$ cat src/rtl/audio_port_pkg.sv
package audio_port_pkg;
  localparam logic [2:0] MODE_OFF = 3'b000;
  localparam logic [2:0] MODE_TX  = 3'b001;
  localparam logic [2:0] MODE_RX  = 3'b010;
  localparam logic [2:0] MODE_DUP = 3'b011;

  typedef struct packed {
    logic act;
    logic dpause;
    logic cpause;
  } dir_flags_t;

  // dir[0] transmit, dir[1] receive; mode bit d marks direction d
  typedef struct packed {
    logic [2:0]       mode;
    logic             port_act;
    dir_flags_t [1:0] dir;
  } run_st_t;

  typedef enum logic [1:0] {SEQ_IDLE, SEQ_FLUSH, SEQ_WAIT} seq_e;

  function automatic run_st_t dir_on(run_st_t s, logic d);
    run_st_t r;
    r = s;
    r.port_act      = 1'b1;
    r.dir[d].act    = 1'b1;
    r.dir[d].dpause = 1'b0;
    r.dir[d].cpause = 1'b0;
    r.mode[d]       = 1'b1;
    return r;
  endfunction

  function automatic run_st_t dir_off(run_st_t s, logic d);
    run_st_t r;
    logic [2:0] own;
    r   = s;
    own = d ? MODE_RX : MODE_TX;
    r.dir[d].act    = 1'b0;
    r.dir[d].dpause = 1'b1;
    r.dir[d].cpause = 1'b1;
    r.mode[d]       = 1'b0;
    // last running direction drops the port
    if (s.mode == own) r.port_act = 1'b0;
    return r;
  endfunction
endpackage

$ cat src/rtl/dir_start_seq.sv
module dir_start_seq
  import audio_port_pkg::*;
#(
  parameter int TMO_W = 8
) (
  input  logic             clk_i,
  input  logic             rst_ni,
  input  logic             start_i,
  input  logic             stop_i,
  input  logic             slave_i,
  input  logic             lr_i,
  input  logic [TMO_W-1:0] timeout_i,
  output logic             flush_o,
  output logic             go_o,
  output logic             tmo_o
);
  seq_e             st_q;
  logic [TMO_W-1:0] cnt_q;
  logic             ready;

  assign ready   = !slave_i || lr_i;
  assign flush_o = (st_q == SEQ_FLUSH);
  assign go_o    = (st_q == SEQ_WAIT) && ready && !stop_i;
  assign tmo_o   = (st_q == SEQ_WAIT) && !ready && !stop_i && (cnt_q == timeout_i);

  always_ff @(posedge clk_i or negedge rst_ni) begin
    if (!rst_ni) begin
      st_q  <= SEQ_IDLE;
      cnt_q <= '0;
    end else if (stop_i) begin
      st_q  <= SEQ_IDLE;
      cnt_q <= '0;
    end else begin
      unique case (st_q)
        SEQ_IDLE:  if (start_i) st_q <= SEQ_FLUSH;
        SEQ_FLUSH: begin
          st_q  <= SEQ_WAIT;
          cnt_q <= '0;
        end
        SEQ_WAIT: begin
          if (go_o || tmo_o) st_q <= SEQ_IDLE;
          else               cnt_q <= cnt_q + 1'b1;
        end
        default: st_q <= SEQ_IDLE;
      endcase
    end
  end
endmodule

$ cat src/rtl/run_state_core.sv
module run_state_core
  import audio_port_pkg::*;
(
  input  logic       clk_i,
  input  logic       rst_ni,
  input  logic [1:0] go_i,
  input  logic [1:0] stop_i,
  input  logic       tmo_i,
  input  logic       mode_wr_i,
  input  logic [2:0] mode_wdata_i,
  output run_st_t    st_o,
  output logic       err_sync_o,
  output logic       err_mode_o
);
  run_st_t st_q, st_d;
  logic    bad_wr;

  assign bad_wr = mode_wr_i && mode_wdata_i[2];

  always_comb begin
    st_d = st_q;
    if (mode_wr_i && !mode_wdata_i[2]) st_d.mode = mode_wdata_i;
    for (int d = 0; d < 2; d++) begin
      if (stop_i[d])    st_d = dir_off(st_d, d[0]);
      else if (go_i[d]) st_d = dir_on(st_d, d[0]);
    end
  end

  always_ff @(posedge clk_i or negedge rst_ni) begin
    if (!rst_ni) begin
      st_q.mode     <= MODE_OFF;
      st_q.port_act <= 1'b0;
      st_q.dir      <= {2{3'b011}};
      err_sync_o    <= 1'b0;
      err_mode_o    <= 1'b0;
    end else begin
      st_q <= st_d;
      if (tmo_i)  err_sync_o <= 1'b1;
      if (bad_wr) err_mode_o <= 1'b1;
    end
  end

  assign st_o = st_q;
endmodule

$ cat src/rtl/fifo_level_flags.sv
module fifo_level_flags #(
  parameter int DEPTH = 16,
  parameter int LVL_W = $clog2(DEPTH + 1)
) (
  input  logic [LVL_W-1:0] level_i,
  output logic             empty_o,
  output logic             full_o
);
  localparam logic [LVL_W-1:0] FULL_LVL = LVL_W'(DEPTH);
  assign empty_o = (level_i == '0);
  assign full_o  = (level_i >= FULL_LVL);
endmodule

$ cat src/rtl/audio_port_ctrl.sv
module audio_port_ctrl
  import audio_port_pkg::*;
#(
  parameter int FIFO_DEPTH = 16,
  parameter int TMO_W      = 8,
  parameter int LVL_W      = $clog2(FIFO_DEPTH + 1)
) (
  input  logic             clk_i,
  input  logic             rst_ni,
  input  logic             slave_mode_i,
  input  logic             lr_phase_i,
  input  logic [TMO_W-1:0] lr_timeout_i,
  input  logic             tx_start_i,
  input  logic             tx_stop_i,
  input  logic             rx_start_i,
  input  logic             rx_stop_i,
  input  logic             mode_wr_i,
  input  logic [2:0]       mode_wdata_i,
  input  logic [LVL_W-1:0] tx_level_i,
  input  logic [LVL_W-1:0] rx_level_i,
  output logic [2:0]       mode_o,
  output logic             port_act_o,
  output logic             tx_dma_act_o,
  output logic             tx_dma_pause_o,
  output logic             tx_ch_pause_o,
  output logic             rx_dma_act_o,
  output logic             rx_dma_pause_o,
  output logic             rx_ch_pause_o,
  output logic             tx_flush_o,
  output logic             rx_flush_o,
  output logic             tx_fifo_empty_o,
  output logic             tx_fifo_full_o,
  output logic             rx_fifo_empty_o,
  output logic             rx_fifo_full_o,
  output logic             lr_phase_o,
  output logic             err_sync_o,
  output logic             err_mode_o
);
  localparam int NDIR = 2;

  logic [NDIR-1:0] dir_start, dir_stop, dir_go, dir_tmo, dir_flush;
  logic [NDIR-1:0] fifo_empty, fifo_full;
  logic [NDIR-1:0][LVL_W-1:0] dir_level;
  run_st_t st;

  assign dir_start = {rx_start_i, tx_start_i};
  assign dir_stop  = {rx_stop_i, tx_stop_i};
  assign dir_level = {rx_level_i, tx_level_i};

  for (genvar d = 0; d < NDIR; d++) begin : g_dir
    dir_start_seq #(.TMO_W(TMO_W)) u_seq (
      .clk_i     (clk_i),
      .rst_ni    (rst_ni),
      .start_i   (dir_start[d]),
      .stop_i    (dir_stop[d]),
      .slave_i   (slave_mode_i),
      .lr_i      (lr_phase_i),
      .timeout_i (lr_timeout_i),
      .flush_o   (dir_flush[d]),
      .go_o      (dir_go[d]),
      .tmo_o     (dir_tmo[d])
    );

    fifo_level_flags #(.DEPTH(FIFO_DEPTH), .LVL_W(LVL_W)) u_lvl (
      .level_i (dir_level[d]),
      .empty_o (fifo_empty[d]),
      .full_o  (fifo_full[d])
    );
  end

  run_state_core u_core (
    .clk_i        (clk_i),
    .rst_ni       (rst_ni),
    .go_i         (dir_go),
    .stop_i       (dir_stop),
    .tmo_i        (|dir_tmo),
    .mode_wr_i    (mode_wr_i),
    .mode_wdata_i (mode_wdata_i),
    .st_o         (st),
    .err_sync_o   (err_sync_o),
    .err_mode_o   (err_mode_o)
  );

  assign mode_o          = st.mode;
  assign port_act_o      = st.port_act;
  assign tx_dma_act_o    = st.dir[0].act;
  assign tx_dma_pause_o  = st.dir[0].dpause;
  assign tx_ch_pause_o   = st.dir[0].cpause;
  assign rx_dma_act_o    = st.dir[1].act;
  assign rx_dma_pause_o  = st.dir[1].dpause;
  assign rx_ch_pause_o   = st.dir[1].cpause;
  assign tx_flush_o      = dir_flush[0];
  assign rx_flush_o      = dir_flush[1];
  assign tx_fifo_empty_o = fifo_empty[0];
  assign tx_fifo_full_o  = fifo_full[0];
  assign rx_fifo_empty_o = fifo_empty[1];
  assign rx_fifo_full_o  = fifo_full[1];
  assign lr_phase_o      = lr_phase_i;
endmodule

$ cat config.mk
export PLATFORM = sky130hd
export DESIGN_NAME = audio_port_ctrl
export DESIGN_NICKNAME = d
export VERILOG_FILES = /design/src/rtl/audio_port_pkg.sv /design/src/rtl/dir_start_seq.sv /design/src/rtl/run_state_core.sv /design/src/rtl/fifo_level_flags.sv /design/src/rtl/audio_port_ctrl.sv
export SDC_FILE = /design/constraint.sdc
export NUM_CORES = 1
export LEC_CHECK = 0
export BUFFER_PORTS_ARGS = -buffer_cell sky130_fd_sc_hd__buf_4
export CORE_MARGIN = 2
export CORE_UTILIZATION = 40
export CTS_CLUSTER_DIAMETER = 150
export DETAILED_ROUTE_END_ITERATION = 10
export PLACE_DENSITY = 0.73
export SYNTH_ARGS = -nofsm -noshare
export SYNTH_HDL_FRONTEND = slang
export SYNTH_SLANG_ARGS = --single-unit
$ cat constraint.sdc
create_clock -name clk_i -period 1.9 [get_ports clk_i]
set_clock_uncertainty 0.2 [all_clocks]
set_input_delay 0.095 -clock clk_i [delete_from_list [all_inputs] [get_ports clk_i]]
set_output_delay 0.095 -clock clk_i [all_outputs]
set_load 0.02 [all_outputs]
* Word level (Yosys, flattened, before mapping)
Index checks and enable logic that the tools add are counted.
Operators by class: equality and inequality tests 14, reductions and logical operators 32, multiplexer cells 21, $lt $le $gt $ge 2, add/subtract/negate cells 2
Operators with widths (number):
- $mux W8 | 6
- $pmux W8 S2 | 2
- $mux W9 | 2
- $ne A3 B3 Y1 const B | 6
- $add A8 B1 Y8 const B | 2
- $eq A8 B8 Y1 | 2
- $logic_and A1 B1 Y1 | 12
- $mux W2 | 6
- $pmux W2 S3 | 2
- $ge A5 B5 Y1 const B | 2
- $logic_not A5 Y1 | 2
- $reduce_and A2 Y1 | 4
- $reduce_bool A3 Y1 | 2
- $logic_not A1 Y1 | 5
- $eq A2 B1 Y1 const B | 2
- $eq A2 B2 Y1 const B | 2
- $logic_not A2 Y1 | 2
- $eq A3 B1 Y1 const B | 1
- $eq A3 B2 Y1 const B | 1
- $logic_or A1 B1 Y1 | 3
- $mux W3 | 1
- $mux W1 | 2
- $reduce_bool A2 Y1 | 1
- $reduce_or A2 Y1 | 1
Storage, ports and cells: word-level logic and storage cells 85, register bits after elaboration 32

* Longest topological paths before layout
Gate-level depths: netlist of run 1.
word-level depth 10, gate-level depth with buffers 7, gate-level depth less buffers 6

* Hierarchy
Synthesis of run 1 repeated with hierarchy kept, for this count alone.
Second synthesis, totals: cell total of the unflattened synthesis 209, area total of the unflattened synthesis 1974.4 um^2
By module, submodules not included:
- dir_start_seq | area each 742.0 um^2, cells each 80, sequential area each 250.2 um^2, instances 2
- run_state_core | area each 446.7 um^2, cells each 41, sequential area each 252.7 um^2, instances 1
- fifo_level_flags | area each 15.0 um^2, cells each 3, sequential area each 0.0 um^2, instances 2
- audio_port_ctrl | area each 13.8 um^2, cells each 2, sequential area each 0.0 um^2, instances 1

* Worst setup path before layout of run 1
OpenSTA, ideal clock, no wires.
kind register -> register, start point reg g_dir[1].u_seq.cnt_q[2], end point reg g_dir[1].u_seq.cnt_q[2], buffers on the path 1, data arrival time 1498 ps, required time 1576 ps, clock period less this slack 1822 ps, slack 78 ps, stages on the path, launching flop included 7, cells stage by stage dfrtp_1 xor2_1 nor4_1 and2_4 buf_6 nor3_1 o31a_1
On the way: longest elaborated chain between the ends 5, elaborated cells between the ends (all ways) 9, those cells by class 1 x add/sub; 2 x eq/ne; 3 x mux; 3 x reduce/logical
RTL lines:
- start: declaration | RTL line dir_start_seq.sv:18 | logic [TMO_W-1:0] cnt_q;
- start signal: assignment | RTL line dir_start_seq.sv:42 | else cnt_q <= cnt_q + 1'b1;
- parallel branches: the longest is 5 deep, another holds $add A8 B1 Y8
Several ways; the timed one is not identified. The select of a mux whose other input is x is not followed. A chain may end at the register's enable or synchronous reset.

* Final worst setup path of run 1
start point reg g_dir[1].u_seq.cnt_q[1], end point reg g_dir[1].u_seq.cnt_q[3]
Same word-level chain as after synthesis.

==> results_dict.tcl, run 1 <==
set metrics [dict create \
    reg2reg_slack_ps 20 \
    wl_per_cell_microns 13.3 \
    yosysSeqAreaShare_pct 42.2 \
    synthArstFlopShare_pct 100 \
    ff2ff_path_depth 6 \
    wl_met2_microns 2150 \
    crit_family "simple AND/OR/NAND/NOR gates" \
    p_leak_nw 1.18 \
    yosys_warnings 0 \
    drc 0 \
    grt.overflow.total 0 \
    fmax_ghz 0.532 \
    syn2layout_area_growth_pct 44.1 \
    antenna_left 0 \
    clock_latency_ps 290 \
    diodes 0 \
    setup_violations 0 \
    crit_path_start_kind "register" \
    seqCellArea_sq_um 753 \
    core-area_sq_mm 0.00432 \
    dr_wl_met3_microns 143 \
    grt_pass1_wl_microns 6820 \
    rsz0062_at_grt "yes" \
    cts-root-buf "clkbuf_8" \
    cts.clk_slew.worst_paths_ps 70 \
    place_area_sq_mm 0.00223 \
    rows 24 \
    first_global_vias 1494 \
    avgSynthCellArea_sq_um 9.25 \
    setup_ws_ps 19.5 \
    post-route-util_pct 59.5 \
    synthMostInstantiatedCell "dfrtp_1" \
    hpwl_microns 3070 \
    clock-sinks 30 \
    grt_max_degree 31 \
    synthDistinctLibCells 50 \
    powerDensity_mw_per_mm2 671 \
    syn_inst 193 \
    netlist.area_leader.share_pct 39.2 \
    holdCritStartpoint "mode_wdata_i[1]" \
    cp_data_arrival_time_ps 1910 \
    fin_area_sq_mm 0.00257 \
    synth_top_cell_by_area "dfrtp_1" \
    initial_core_util_pct 41.3 \
    vias 1630 \
    setup-tns-final_ps 0 \
    antenna_found_initial 0 \
    die_y_microns 70.8 \
    vias_per_cell 5.13 \
    hold_violations 0 \
    slew_headroom_pct 74.8 \
    syn-num-nets 225 \
    fin_crit_sh_pct 99.0 \
    groute.usage.overall_pct 17.3 \
    wl_microns 4250 \
    tightest_slew_ps 379 \
    ys_top_cells_by_count "28 x dfrtp_1, 19 x nand2_1, 14 x nor2_1, 11 x nand3_1, 9 x o21ai_0" \
    required_ps 1920 \
    synth_edf_count 0 \
    critical_path_class "reg -> reg" \
    die_area_sq_mm 0.00501 \
    cp_num_cells 6 \
    hp-class "in -> reg" \
    nFillCells 388 \
    ios 49 \
    synth_ff_type "dfrtp_1" \
    status "finished clean" \
    crit_path_end "g_dir[1].u_seq.cnt_q[3]" \
    max_stage_delay_ps 510 \
    synth.area.top_cells "dfrtp_1 39%, nand2_1 4.0%, xnor2_1 3.9%" \
    worst-path-buf-inv 1 \
    port_buffers 48 \
    crit_chain "xor2_1, nor4_2, and2_4, buf_4, or4_1, nand3_1" \
    top_layer_used "met4" \
    final_nets 297 \
    met1_length_microns 1870 \
    die_w_microns 70.8 \
    cts_max_level 2 \
    gp_congestion 0.816 \
    crit-reg2reg-launch "g_dir[1].u_seq.cnt_q[1]" \
    multi_input_area_sq_um 995 \
    pre_cts_ws_ps -25.2 \
    cp-startpoint "g_dir[1].u_seq.cnt_q[1]" \
    synth-seq-cells 30 \
    cts_buffers 5 \
    min_period_ps 1880 \
    syn_area_sq_mm 0.00179 \
    cts.path.max_buffers 2 \
    path_max_fanout 7 \
    dr.first_iter.drc_count 61 \
    drv_cap 0 \
    dr.pass1.iters 5 \
    r2r-end "g_dir[1].u_seq.cnt_q[3]" \
    cp-end-kind "register" \
    vdd_drop_max_uv 374 \
    crit_slowest_cell "or4_1" \
    drive_gt1_share_pct 34.6 \
    cts_tree "yes" \
    drv_slew 0 \
]
cell type report:
cell class	instances	area share (%)
clock buffers	6	3.21
clock inverters	2	2.33
inverters	7	1.02
multi-input cells	146	38.6
flip-flops and latches	30	29.3
well taps	52	2.53
repair buffers	75	23.0
how the worst min path moves through the flow:
stage / end / cells after the start
floorplan: g_dir[0].u_seq.cnt_q[0] / 0
global placement: g_dir[0].u_seq.cnt_q[7] / 1
detailed placement: g_dir[0].u_seq.cnt_q[7] / 1
CTS: u_core.st_o[8] / 4
global route: u_core.st_o[8] / 4
finish: u_core.st_o[8] / 4
worst register-to-register path, cell delays in order, from the launching register on:
cell and delay, ps:
dfrtp_1 420, xor2_1 200, nor4_2 80, and2_4 190
buf_4 140, or4_1 510, nand3_1 90
per-layer routing:
| layer | vias up | GRT usage, % |
|---|---|---|
| li1 | 826 | - |
| met1 | 761 | 21.8 |
| met2 | 33 | 29.4 |
| met3 | 10 | 2.99 |
| met4 | 0 | 6.92 |
| met5 | - | 0 |
cells in the final DEF (no fill, tap or decap), types with 6 or more instances in the layout:
| cell type | instances |
|---|---|
| buf_4 | 64 |
| dfrtp_1 | 28 |
| nand2_1 | 19 |
| nor2_1 | 13 |
| nand3_1 | 11 |
| dlygate4sd3_1 | 10 |
| o21ai_0 | 9 |
| xnor2_1 | 8 |
| inv_1 | 7 |
| or4_1 | 7 |
| xor2_1 | 6 |
| clkbuf_8 | 6 |
registers in the layout, indices dropped and copies added, names as in the netlist:
name / cells
u_core.err_mode_o: 1
u_core.err_sync_o: 1
u_core.st_o: 8
g_dir.u_seq.cnt_q: 16
g_dir.u_seq.st_q: 4
report_power, final:
| part | switching [mW] | internal, mW |
|---|---|---|
| logic | 0.123 | 0.124 |
| registers | 0.0131 | 0.658 |
| clock network | 0.250 | 0.559 |
cell families (layout without fill, tap and decap cells):
family	after synthesis	count (layout)	synth area share, %
AND/OR/NAND/NOR	92	92	29.9
multiplexers	2	2	1.19
flip-flops	30	30	42.2
AO/OA/AOI/OAI	34	34	12.9
XOR/XNOR	16	16	7.85
adder cells (fa/ha/maj)	2	2	1.40
buffers and inverters	17	90	4.63
through the flow:
stage | power [mW] | hold WS, ps | std cells
6_report | 1.73 | 0.603 | 318
3_5_place_dp | 0.910 | -155 | 293
5_1_grt | 1.81 | 18.9 | 318
4_1_cts | 1.74 | 2.10 | 311
2_1_floorplan | 0.793 | -401 | 193
3_3_place_gp | 0.907 | -154 | 293
timing repair:
action / 4_1_cts / 5_1_grt
hold endpoints to repair: 44 / 0
hold buffers: 10 / 0
gates resized for setup: 1 / 9
buffers inserted: 0 / 7
pin swaps: 0 / 10
endpoints found under the setup margin: 1 / 6
Power figures use the tool's default switching activity.
==> run 2, diff against run 1 <==
==> constraint.sdc (replaced) <==
create_clock -name clk_i -period 1.65 [get_ports clk_i]
set_clock_uncertainty 0.2 [all_clocks]
set_input_delay 0.0825 -clock clk_i [delete_from_list [all_inputs] [get_ports clk_i]]
set_output_delay 0.0825 -clock clk_i [all_outputs]
set_load 0.02 [all_outputs]
==> run 2 against run 1 <==
  * The run now ends with hold timing, setup timing left
  * Setup slack lost 170 ps
  * Clock power shrank 22%
  * Hold slack lost 51 ps
  * Global-route usage grew 2.5 points
  * Register-to-register slack lost 170 ps
  * Design area grew 11%
  * Largest cell class unchanged
==> results_dict.tcl, run 2 (same netlist as run 1, synthesis figures left out) <==
set metrics [dict create \
    status "finished with violations" \
    violations "hold timing, setup timing" \
    groute.usage.overall_pct 19.8 \
    cts_buffers 5 \
    grt.overflow.total 0 \
    diodes 0 \
    hold_violations 1 \
    holdCritStartpoint "mode_wdata_i[0]" \
    ff2ff_path_depth 5 \
    final_cell_mix "94 x buf_4, 27 x dfrtp_1, 18 x nand2_1, 10 x nor2_1" \
    dr.pass1.iters 4 \
    wl_microns 4890 \
    drive_gt1_share_pct 48.0 \
    fin_crit_sh_pct 109 \
    dpl.cell_count 322 \
    clock-sinks 30 \
    drv_slew 0 \
    crit_family "simple AND/OR/NAND/NOR gates" \
    required_ps 1660 \
    vias 1826 \
    initial_core_util_pct 41.3 \
    die_w_microns 70.8 \
    cp-end-kind "register" \
    r2r-end "g_dir[1].u_seq.cnt_q[5]" \
    powerDensity_mw_per_mm2 606 \
    regMostFlops "g_dir.u_seq.cnt_q" \
    crit_path_start_kind "register" \
    p_leak_nw 1.34 \
    setup_violations 16 \
    fmax_ghz 0.555 \
    dr.first_iter.drc_count 72 \
    final_nets 327 \
    crit_chain "xor2_1, nor4_4, and2_4, or4b_1, o211ai_1" \
    tightest_slew_ps 401 \
    largest_register_ffs 16 \
    cts.path.max_buffers 2 \
    drc 0 \
    holdPathStages 3 \
    worst-path-buf-inv 0 \
    cts.clk_slew.worst_paths_ps 70 \
    rows 24 \
    grt_max_degree 31 \
    cp_data_arrival_time_ps 1820 \
    port_buffers 48 \
    hp-class "in -> reg" \
    critical_path_class "reg -> reg" \
    antenna_found_initial 0 \
    slew_headroom_pct 73.1 \
    clock_latency_ps 290 \
    first_global_vias 1730 \
    max_stage_delay_ps 530 \
    reg2reg_slack_ps -150 \
    gp_congestion 0.853 \
    grt_pass1_wl_microns 7770 \
    die_y_microns 70.8 \
    post-route-util_pct 65.8 \
    cts_tree "yes" \
    drv_cap 0 \
    min_period_ps 1800 \
    whs_ps -50.3 \
    vdd_drop_max_uv 423 \
    cts_max_level 2 \
    ios 49 \
    crit-reg2reg-launch "g_dir[1].u_seq.cnt_q[6]" \
    hold_path_end "u_core.st_o[7]" \
    hpwl_microns 3370 \
    die_area_sq_mm 0.00501 \
    setup_ws_ps -153 \
    layoutNonFillerInstCount 348 \
    rsz0062_at_grt "yes" \
    syn2layout_area_growth_pct 59.4 \
    antenna_left 0 \
    cts-root-buf "clkbuf_8" \
    wl_per_cell_microns 14.0 \
    vias_per_cell 5.25 \
    core-area_sq_mm 0.00432 \
    layout_commonest_cell "buf_4" \
    nFillCells 347 \
    crit_slowest_cell "or4b_1" \
    path_max_fanout 8 \
]
run 2: changes by cell type in the layout (fill, tap and decap cells not counted), sizes merged:
cell / change
and2: +1
buf: +31
bufinv: -2
clkbuf: +1
clkinv: +1
dlygate4sd3: -2
run 2: repair_timing:
item,CTS,global route
endpoints found under the hold margin,43,0
pin swaps,18,8
setup endpoints to repair,17,21
gates cloned,1,1
hold buffers,8,0
resized for setup,13,20
setup buffers,6,2
run 2: cell type report:
type                    instances  area (sq um)  area share (%)
clock buffers                   7          86.3            3.03
clock inverters                 1          5.00           0.176
flip-flops and latches         30           754            26.5
multi-input cells             147          1100            38.7
well taps                      52          65.1            2.29
inverters                       7          26.3           0.923
repair buffers                104           808            28.4
run 2: layer usage:
metal  track usage [%]  routed length [microns]
met5                 0                        0
met2              34.0                     2520
met4              8.39                       89
met1              23.5                     2100
met3              5.13                      176
run 2: through the flow:
| step | power [mW] | setup TNS, ps | setup slack (ps) | area (sq um) |
|---|---|---|---|---|
| 3_5_place_dp | 1.07 | -1410 | -167 | 2460 |
| 5_1_grt | 1.80 | -2600 | -237 | 2850 |
| 4_1_cts | 1.72 | -1210 | -125 | 2730 |
| 2_1_floorplan | 0.917 | -216 | -139 | 1800 |
| 6_report | 1.73 | -1290 | -153 | 2850 |
| 3_3_place_gp | 1.06 | -763 | -118 | 2460 |
run 2: worst min-delay path: cells and delay by family:
| family | cells | cell delay, ps |
|---|---|---|
| compound gates | 1 | 170 |
| buf+inv | 1 | 80 |
| mux | 1 | 60 |
run 2: worst max path at each step:
stage	endpoint	slack (ps)	start	depth (start not counted)
after floorplan	g_dir[1].u_seq.cnt_q[2]	-140	g_dir[1].u_seq.cnt_q[0]	6
after global placement	g_dir[1].u_seq.cnt_q[2]	-120	g_dir[1].u_seq.cnt_q[1]	5
after detailed placement	g_dir[1].u_seq.cnt_q[2]	-170	g_dir[1].u_seq.cnt_q[1]	5
after CTS	g_dir[1].u_seq.cnt_q[2]	-120	g_dir[1].u_seq.cnt_q[6]	5
after global routing	g_dir[1].u_seq.cnt_q[5]	-240	g_dir[1].u_seq.cnt_q[6]	5
final	g_dir[1].u_seq.cnt_q[5]	-150	g_dir[1].u_seq.cnt_q[6]	5
run 2: report_power, final:
group          internal, mW  leakage [nW]  switching, mW
sequential            0.758         0.400         0.0145
clock                 0.336        0.0482          0.295
combinational         0.166         0.895          0.157
total                  1.26          1.34          0.466
